===== config.mk =====
export PLATFORM = sky130hd
export DESIGN_NAME = debug_trap_filter
export DESIGN_NICKNAME = d
export VERILOG_FILES = /design/src/rtl/dtf_pkg.sv /design/src/rtl/dtf_decode.sv /design/src/rtl/dtf_regs.sv /design/src/rtl/dtf_stall.sv /design/src/rtl/debug_trap_filter.sv
export SDC_FILE = /design/constraint.sdc
export NUM_CORES = 1
export LEC_CHECK = 0
export BUFFER_PORTS_ARGS = -buffer_cell sky130_fd_sc_hd__buf_2
export CAP_MARGIN = 20
export CORE_MARGIN = 1.5
export CORE_UTILIZATION = 48
export CTS_CLUSTER_SIZE = 16
export DETAILED_ROUTE_END_ITERATION = 12
export PLACE_DENSITY = 0.9
export SETUP_SLACK_MARGIN = 0.3
export SLEW_MARGIN = 0
export SYNTH_ARGS = -nofsm -noshare
export SYNTH_HDL_FRONTEND = slang
export SYNTH_HIERARCHICAL = 1
export SYNTH_SLANG_ARGS = --single-unit

===== constraint.sdc =====
create_clock -name clk -period 4.49 [get_ports clk]
set_clock_uncertainty 0.2 [all_clocks]
set_input_delay 0.6735 -clock clk [delete_from_list [all_inputs] [get_ports clk]]
set_output_delay 0.6735 -clock clk [all_outputs]
set_load 0.01 [all_outputs]

===== src/rtl/dtf_pkg.sv =====
package dtf_pkg;
  localparam int NUM_CLASSES = 13;
  localparam int CODE_W      = 4;

  typedef enum logic [CODE_W-1:0] {
    EXC_RESET   = 4'd0,
    EXC_BUSERR  = 4'd1,
    EXC_DPAGE   = 4'd2,
    EXC_IPAGE   = 4'd3,
    EXC_TICK    = 4'd4,
    EXC_ALIGN   = 4'd5,
    EXC_ILLEGAL = 4'd6,
    EXC_EXTINT  = 4'd7,
    EXC_DTLB    = 4'd8,
    EXC_ITLB    = 4'd9,
    EXC_RANGE   = 4'd10,
    EXC_SYSCALL = 4'd11,
    EXC_TRAP    = 4'd12
  } exc_class_e;
endpackage


===== src/rtl/dtf_decode.sv =====
module dtf_decode #(
  parameter int N = 13,
  parameter int W = 4
) (
  input  logic         valid,
  input  logic [W-1:0] code,
  output logic [N-1:0] hot
);
  // Codes at or above N match no lane, so they can never trap.
  for (genvar i = 0; i < N; i++) begin : g_lane
    assign hot[i] = valid && (code == W'(i));
  end
endmodule


===== src/rtl/dtf_regs.sv =====
module dtf_regs #(
  parameter int N = 13
) (
  input  logic         clk,
  input  logic         rst_n,
  input  logic         stop_we,
  input  logic [N-1:0] stop_wdata,
  input  logic         reason_we,
  input  logic [N-1:0] reason_wdata,
  input  logic [N-1:0] set_vec,
  output logic [N-1:0] stop_q,
  output logic [N-1:0] reason_q
);
  logic [N-1:0] reason_kept;

  // The host clear acts first; a trap in the same cycle still lands.
  assign reason_kept = reason_we ? (reason_q & reason_wdata) : reason_q;

  always_ff @(posedge clk) begin
    if (!rst_n) begin
      stop_q   <= '0;
      reason_q <= '0;
    end else begin
      if (stop_we) stop_q <= stop_wdata;
      reason_q <= reason_kept | set_vec;
    end
  end
endmodule


===== src/rtl/dtf_stall.sv =====
module dtf_stall (
  input  logic clk,
  input  logic rst_n,
  input  logic event_valid,
  input  logic trapped,
  input  logic dbg_disable,
  output logic stall
);
  logic stall_q;

  always_ff @(posedge clk) begin
    if (!rst_n) stall_q <= 1'b0;
    else if (event_valid) stall_q <= trapped && !dbg_disable;
  end

  assign stall = stall_q && !dbg_disable;
endmodule


===== src/rtl/debug_trap_filter.sv =====
module debug_trap_filter
  import dtf_pkg::*;
#(
  parameter int NUM_CLASSES = dtf_pkg::NUM_CLASSES,
  parameter int CODE_W      = dtf_pkg::CODE_W
) (
  input  logic                   clk,
  input  logic                   rst_n,
  input  logic                   exc_valid,
  input  logic [CODE_W-1:0]      exc_code,
  input  logic                   dbg_disable,
  input  logic                   stop_we,
  input  logic [NUM_CLASSES-1:0] stop_wdata,
  input  logic                   reason_we,
  input  logic [NUM_CLASSES-1:0] reason_wdata,
  output logic                   exc_ignore,
  output logic                   cpu_stall,
  output logic [NUM_CLASSES-1:0] stop_q,
  output logic [NUM_CLASSES-1:0] reason_q
);
  logic [NUM_CLASSES-1:0] class_hot;
  logic [NUM_CLASSES-1:0] trap_vec;

  dtf_decode #(.N(NUM_CLASSES), .W(CODE_W)) u_decode (
    .valid (exc_valid),
    .code  (exc_code),
    .hot   (class_hot)
  );

  // Decision uses the mask as held before any write in this cycle.
  assign trap_vec   = class_hot & stop_q;
  assign exc_ignore = |trap_vec;

  dtf_regs #(.N(NUM_CLASSES)) u_regs (
    .clk          (clk),
    .rst_n        (rst_n),
    .stop_we      (stop_we),
    .stop_wdata   (stop_wdata),
    .reason_we    (reason_we),
    .reason_wdata (reason_wdata),
    .set_vec      (trap_vec),
    .stop_q       (stop_q),
    .reason_q     (reason_q)
  );

  dtf_stall u_stall (
    .clk         (clk),
    .rst_n       (rst_n),
    .event_valid (exc_valid),
    .trapped     (exc_ignore),
    .dbg_disable (dbg_disable),
    .stall       (cpu_stall)
  );
endmodule


==> results_dict.tcl, run 1 <==
set metrics [dict create \
    timing.critical_path.to_type "output port" \
    cellPowerDensity_nw_per_um2 261.4 \
    ys_dominant_reg_cell "dfxtp_1" \
    synth.net_count 175 \
    first_global_vias 1059 \
    rsz0062_at_grt "no" \
    layout_worst_path_cycle_share_pct 76.03 \
    htree_num_levels 1 \
    antenna_left 0 \
    fp.coreArea_sq_um 2477 \
    setup_viol 0 \
    vias_per_cell 5.208 \
    max-vdd-ir-drop_uv 200.0 \
    slew_violations 0 \
    post_synthesis_area_per_instance_sq_um 9.109 \
    post_synth_and_or_nand_nor_area_fraction_pct 36.36 \
    finalWorstPathRequiredPeriod_ns 3.414 \
    place_ws_ns 1.100 \
    height_of_the_die_um 54.36 \
    tritoncts "done" \
    worst_path_most_repeated_cell "buf_2" \
    ioPinCount 64 \
    worst-endpoint-required_ns 3.62 \
    worstHoldPathType "reg -> reg" \
    netlist.top_cell.by_area "dfxtp_1" \
    area_growth_pct 26.58 \
    synthMostInstantiatedCell "dfxtp_1" \
    cts_stage_hold_buffer_count 0 \
    syn-cell-area_sq_um 1266 \
    grt_start_max_net_pins 29 \
    ys_top_cells_by_count "dfxtp_1 (27), nor2_1 (22), mux2i_1 (13), nor2b_1 (13)" \
    number_of_fillers_in_the_final_layout 235 \
    wl_um 2817 \
    drt-wirelength-per-cell_um 12.19 \
    ys_async_sr_fraction_pct 0 \
    source_to_sink_clock_delay_at_the_later_pin_of_the_worst_skew_pair_ns 0.32 \
    globalplace.congestion 0.7695 \
    via_total_after_detailed_routing 1203 \
    crit_fanout 6 \
    syn-instance-count 139 \
    synth.yosys.warnings 6 \
    route.detailed.drc 0 \
    width_of_the_die_um 54.36 \
    total_leakage_power_nw 0.7988 \
    ctsLongestPathBuffers 2 \
    hold_viol 0 \
    port_buffers 63 \
    cts.clk_slew.worst_paths_ns 0.15 \
    final_net_count 238 \
    postLayoutCoreUtil_pct 64.70 \
    total_of_flip_flops_plus_latches_after_synthesis 27 \
    startpoint_type "input pin" \
    maxCapViolations 0 \
    cts_setup_buffers 0 \
    n_antenna_cell 0 \
    ys_types 26 \
    synth.area.mux_share_pct 10.28 \
    synth.top_cell.area_share_pct 42.69 \
    detailed_place_hpwl_um 2226 \
    grt_first_pass_wirelength_um 4278 \
    worstSetupPathType "in -> out" \
    synth-edff-count 0 \
    grt.overflow.total 0 \
    totalNegativeSetupSlack_ns 0 \
    cpPeakStageDelay_ns 0.46 \
    synth.area.top_cells "dfxtp_1 (43%), mux2i_1 (10%), nor3b_1 (7.1%)" \
    dominant_combinational_cell_family_by_area_after_synthesis "simple AND/OR/NAND/NOR gates" \
    dr.pass1.iters 4 \
    grtUsageTotal_pct 19.85 \
    worst_slew_margin_rel_pct 74.53 \
    final_layout_size_suffix_gt1_share_pct 34.83 \
    run_status "completed" \
    row_count 18 \
    synth_compound_area_share_pct 7.016 \
    crit_slowest_cell "or4b_1" \
    synth_sequential_area_ratio_pct 42.69 \
    initial_utilization_pct 51.11 \
    finalWorstSetupSlack_ns 1.076 \
    worst_ep_arrival_time_ns 2.54 \
    post_cts.resized_instances 0 \
    die-area_sq_um 2955 \
    worstPathCellList "buf_2, or3b_1, nor2_1, a222oi_1, or4b_1, or4_1, buf_2" \
    timing_worst_slew_pin_value_ns 0.3820 \
    cts_root_buf "clkbuf_4" \
    yosys.area_share.xor_xnor_pct 0 \
    max_freq_mhz 292.9 \
    antenna_found_initial 0 \
    cts_bufs_inserted 3 \
    clkSinkCount 27 \
    drt_iter0_markers 21 \
    synth_adder_area_share_pct 0 \
]
[cell families after synthesis]
kind of cell    count (synthesis)
compound gates                 16
buf+inv                         5
flops                          27
mux                            13
simple gates                   78
[where the power goes]
group,leakage [nW],internal [mW],switching (mW)
registers,0.220,0.247,0.00555
logic,0.565,0.0314,0.0296
clock network,0.0139,0.0340,0.0712
[placed cells by master (no fill, tap or decap), types with 2 or more instances in the layout]
cell type,netlist,routed
buf_2,3,63
dfxtp_1,27,27
nor2_1,22,22
mux2i_1,13,13
nor2b_1,13,13
and2_1,12,12
nor3b_1,12,12
o21ai_0,12,12
clkbuf_4,0,3
nand3b_1,3,3
nor3_1,3,3
or4_1,2,2
nand2b_1,2,2
nand2_1,2,2
[through the flow]
step	hold slack [ns]	std cells	area (sq um)	power [mW]
floorplan	0.2450	139	1266	0.2915
global placement	0.2627	227	1573	0.3180
detailed placement	0.2729	227	1573	0.3191
CTS	0.2940	231	1603	0.4232
global route	0.3131	231	1603	0.4411
finish	0.2969	231	1603	0.4189
[final timing paths]
kind,from,slack (ns),endpoint,cells past startpoint
worst max-delay path,exc_valid,1.08,exc_ignore,7
worst min-delay path,u_stall/stall_q,0.30,u_stall/stall_q,2
worst max register to register,u_regs/stop_q[3],2.44,u_stall/stall_q,5
worst min register to register,u_stall/stall_q,0.30,u_stall/stall_q,2
[cell type report]
class,instances,area (sq um),share of cell area (%)
multi-input combinational,107,679.4,42.39
sequential,27,540.5,33.72
timing repair buffer,63,315.3,19.67
tap,30,37.54,2.342
clock buffer,3,22.52,1.405
clock inverter,1,7.507,0.4684
[sequential cells by signal (all words and copies together), names as in the netlist]
| register | flops |
|---|---|
| u_regs/reason_q | 13 |
| u_regs/stop_q | 13 |
| u_stall/stall_q | 1 |
[worst max-delay path, delay by kind of cell]
kind            cells  cell delay (ns)
buf+inv             2             0.31
compound gates      1             0.35
simple gates        4             1.22
[per-layer routing]
layer	up-vias	track usage, %	part of all wire, %
met5	-	0	0
met4	0	6.667	0.50
met3	2	3.825	8.3
met2	50	34.34	45
met1	544	24.50	47
li1	607	-	-
Note: power is estimated with default switching activity, not from simulation.
==> run 2, diff against run 1 <==
--- a/config.mk
+++ b/config.mk
@@ -8,10 +8,10 @@
 export BUFFER_PORTS_ARGS = -buffer_cell sky130_fd_sc_hd__buf_2
 export CAP_MARGIN = 20
 export CORE_MARGIN = 1.5
-export CORE_UTILIZATION = 48
+export CORE_UTILIZATION = 44
 export CTS_CLUSTER_SIZE = 16
 export DETAILED_ROUTE_END_ITERATION = 12
-export PLACE_DENSITY = 0.9
+export PLACE_DENSITY = 0.84
 export SETUP_SLACK_MARGIN = 0.3
 export SLEW_MARGIN = 0
 export SYNTH_ARGS = -nofsm -noshare
==> constraint.sdc (replaced) <==
create_clock -name clk -period 3.2 [get_ports clk]
set_clock_uncertainty 0.2 [all_clocks]
set_input_delay 0.48 -clock clk [delete_from_list [all_inputs] [get_ports clk]]
set_output_delay 0.48 -clock clk [all_outputs]
set_load 0.01 [all_outputs]
==> results_dict.tcl, run 2 (synthesized netlist as in run 1, its figures left out) <==
set metrics [dict create \
    slew_violations 0 \
    power.combinational.fraction_pct 14.7 \
    drt-wirelength-per-cell_um 12.44 \
    worstHoldPathType "in -> reg" \
    layout_common_cells "buf_2 (63), dfxtp_1 (27), nor2_1 (22)" \
    row_count 19 \
    placed_area_sq_um 1574 \
    finish.instance_area_sq_um 1607 \
    crit_fanout 6 \
    crit_slowest_cell "or4b_1" \
    first_global_vias 1086 \
    worst-endpoint-required_ns 2.52 \
    cell_internal_pwr_mw 0.4390 \
    top_signal_layer_used "met4" \
    via_total_after_detailed_routing 1180 \
    startpoint_type "input pin" \
    clkSinkCount 27 \
    layout_worst_path_cycle_share_pct 92.06 \
    cts.clk_slew.worst_paths_ns 0.15 \
    timing.critical_path.to_type "output port" \
    antenna_found_initial 0 \
    cellPowerDensity_nw_per_um2 366.1 \
    power.net_switching_mw 0.1491 \
    seq_power_share_pct 60.3 \
    swShare_pct 25.35 \
    grt.overflow.total 0 \
    htree_num_levels 1 \
    worst_slew_margin_rel_pct 73.15 \
    routedLengthMet1_um 1292 \
    ioPinCount 64 \
    height_of_the_die_um 56.65 \
    mostFrequentLayoutCell "buf_2" \
    max_freq_mhz 339.5 \
    ctsLongestPathBuffers 2 \
    worstPathCellList "buf_2, or3b_4, nor2_1, a222oi_1, or4b_1, or4_1, buf_2" \
    maxCapViolations 0 \
    detailed_place_hpwl_um 2176 \
    worst_path_most_repeated_cell "buf_2" \
    setup_viol 0 \
    grt_first_pass_wirelength_um 4781 \
    initial_utilization_pct 46.32 \
    worstSetupPathType "in -> out" \
    placed_cell_count 228 \
    source_to_sink_clock_delay_at_the_later_pin_of_the_worst_skew_pair_ns 0.32 \
    timing_worst_slew_pin_value_ns 0.4027 \
    finalWorstPathRequiredPeriod_ns 2.946 \
    port_buffers 63 \
    cpPeakStageDelay_ns 0.44 \
    worst_ep_arrival_time_ns 2.27 \
    dr.pass1.iters 6 \
    final_net_count 238 \
    grtUsageTotal_pct 18.68 \
    total_leakage_power_nw 0.7996 \
    vias_per_cell 5.086 \
    n_antenna_cell 0 \
    max-vdd-ir-drop_uv 312.0 \
    totalNegativeSetupSlack_ns 0 \
    tritoncts "done" \
    run_status "completed" \
    globalplace.congestion 0.7868 \
    r2r_slack_ns 1.18 \
    grt_start_max_net_pins 29 \
    cts_root_buf "clkbuf_4" \
    met2_routed_wirelength_um 1310 \
    dr_wl_met3_um 264 \
    drt_iter0_markers 46 \
    area_growth_pct 26.88 \
    wl_um 2885 \
    rsz0062_at_grt "yes" \
    final_layout_size_suffix_gt1_share_pct 35.32 \
    die-area_sq_um 3209 \
    power_frac_clock_pct 25.0 \
    route.detailed.drc 0 \
    post_layout_nonfiller_instances 232 \
    number_of_fillers_in_the_final_layout 263 \
    cts_stage_hold_buffer_count 0 \
    fp.coreArea_sq_um 2734 \
    antenna_left 0 \
    cts_setup_buffers 0 \
    cts_bufs_inserted 3 \
    largest_registers "u_regs/reason_q x13, u_regs/stop_q x13, u_stall/stall_q x1" \
    width_of_the_die_um 56.65 \
    hold_viol 0 \
]
## run 2: cell count changes in the layout (fill, tap and decap cells not counted)
| cell | previous run | this run |
|---|---|---|
| or3b_1 | 1 | 0 |
| or3b_4 | 0 | 1 |
## run 2: path summary, 6_finish.rpt
kind	start	endpoint	depth (start not counted)
worst min register to register	u_stall/stall_q	u_stall/stall_q	2
worst max-delay path	exc_valid	exc_ignore	7
worst min-delay path	reason_wdata[4]	u_regs/reason_q[4]	3
worst max register to register	u_regs/stop_q[3]	u_stall/stall_q	5
## run 2: cell type report
type / count / area (sq um) / share of cell area (%)
repair buffers: 63 / 315.3 / 19.63
well taps: 31 / 38.79 / 2.414
multi-input cells: 107 / 681.9 / 42.45
clock inverters: 1 / 7.507 / 0.4673
clock buffers: 3 / 22.52 / 1.402
flip-flops and latches: 27 / 540.5 / 33.64
## run 2: repair_timing
item	CTS	global route
gates resized for setup	1	0
cloned	0	0
hold endpoints to repair	0	0
endpoints found under the setup margin	1	1
pin swaps	1	0
## run 2: through the flow
stage	power [mW]	setup slack (ns)	util (%)	hold WS (ns)
finish	0.5881	0.2542	58.76	0.1660
global route	0.6164	0.1483	58.76	0.1576
CTS	0.5930	0.2589	58.76	0.1637
detailed placement	0.4476	0.2381	57.57	0.2608
global placement	0.4467	0.2605	57.57	0.2607
floorplan	0.4090	0.5795	-	0.2450
## run 2: power by group through the flow
stage / clock network (mW) / logic (mW) / registers, mW
floorplan: 0 / 0.0435 / 0.366
global placement: 0 / 0.0848 / 0.362
detailed placement: 0 / 0.0854 / 0.362
CTS: 0.152 / 0.0863 / 0.355
global route: 0.166 / 0.0944 / 0.356
finish: 0.147 / 0.0863 / 0.355
## run 2: per-layer routing
metal	vias to the layer above	GRT usage (%)
met5	-	0
met3	2	3.917
met2	48	30.73
met1	525	24.28
met4	0	6.122
li1	605	-
## run 2: worst max-delay path, delay by kind of cell
kind	cells	cell delay (ns)
AND/OR/NAND/NOR	4	1.17
AO/OA/AOI/OAI	1	0.31
buffers and inverters	2	0.29
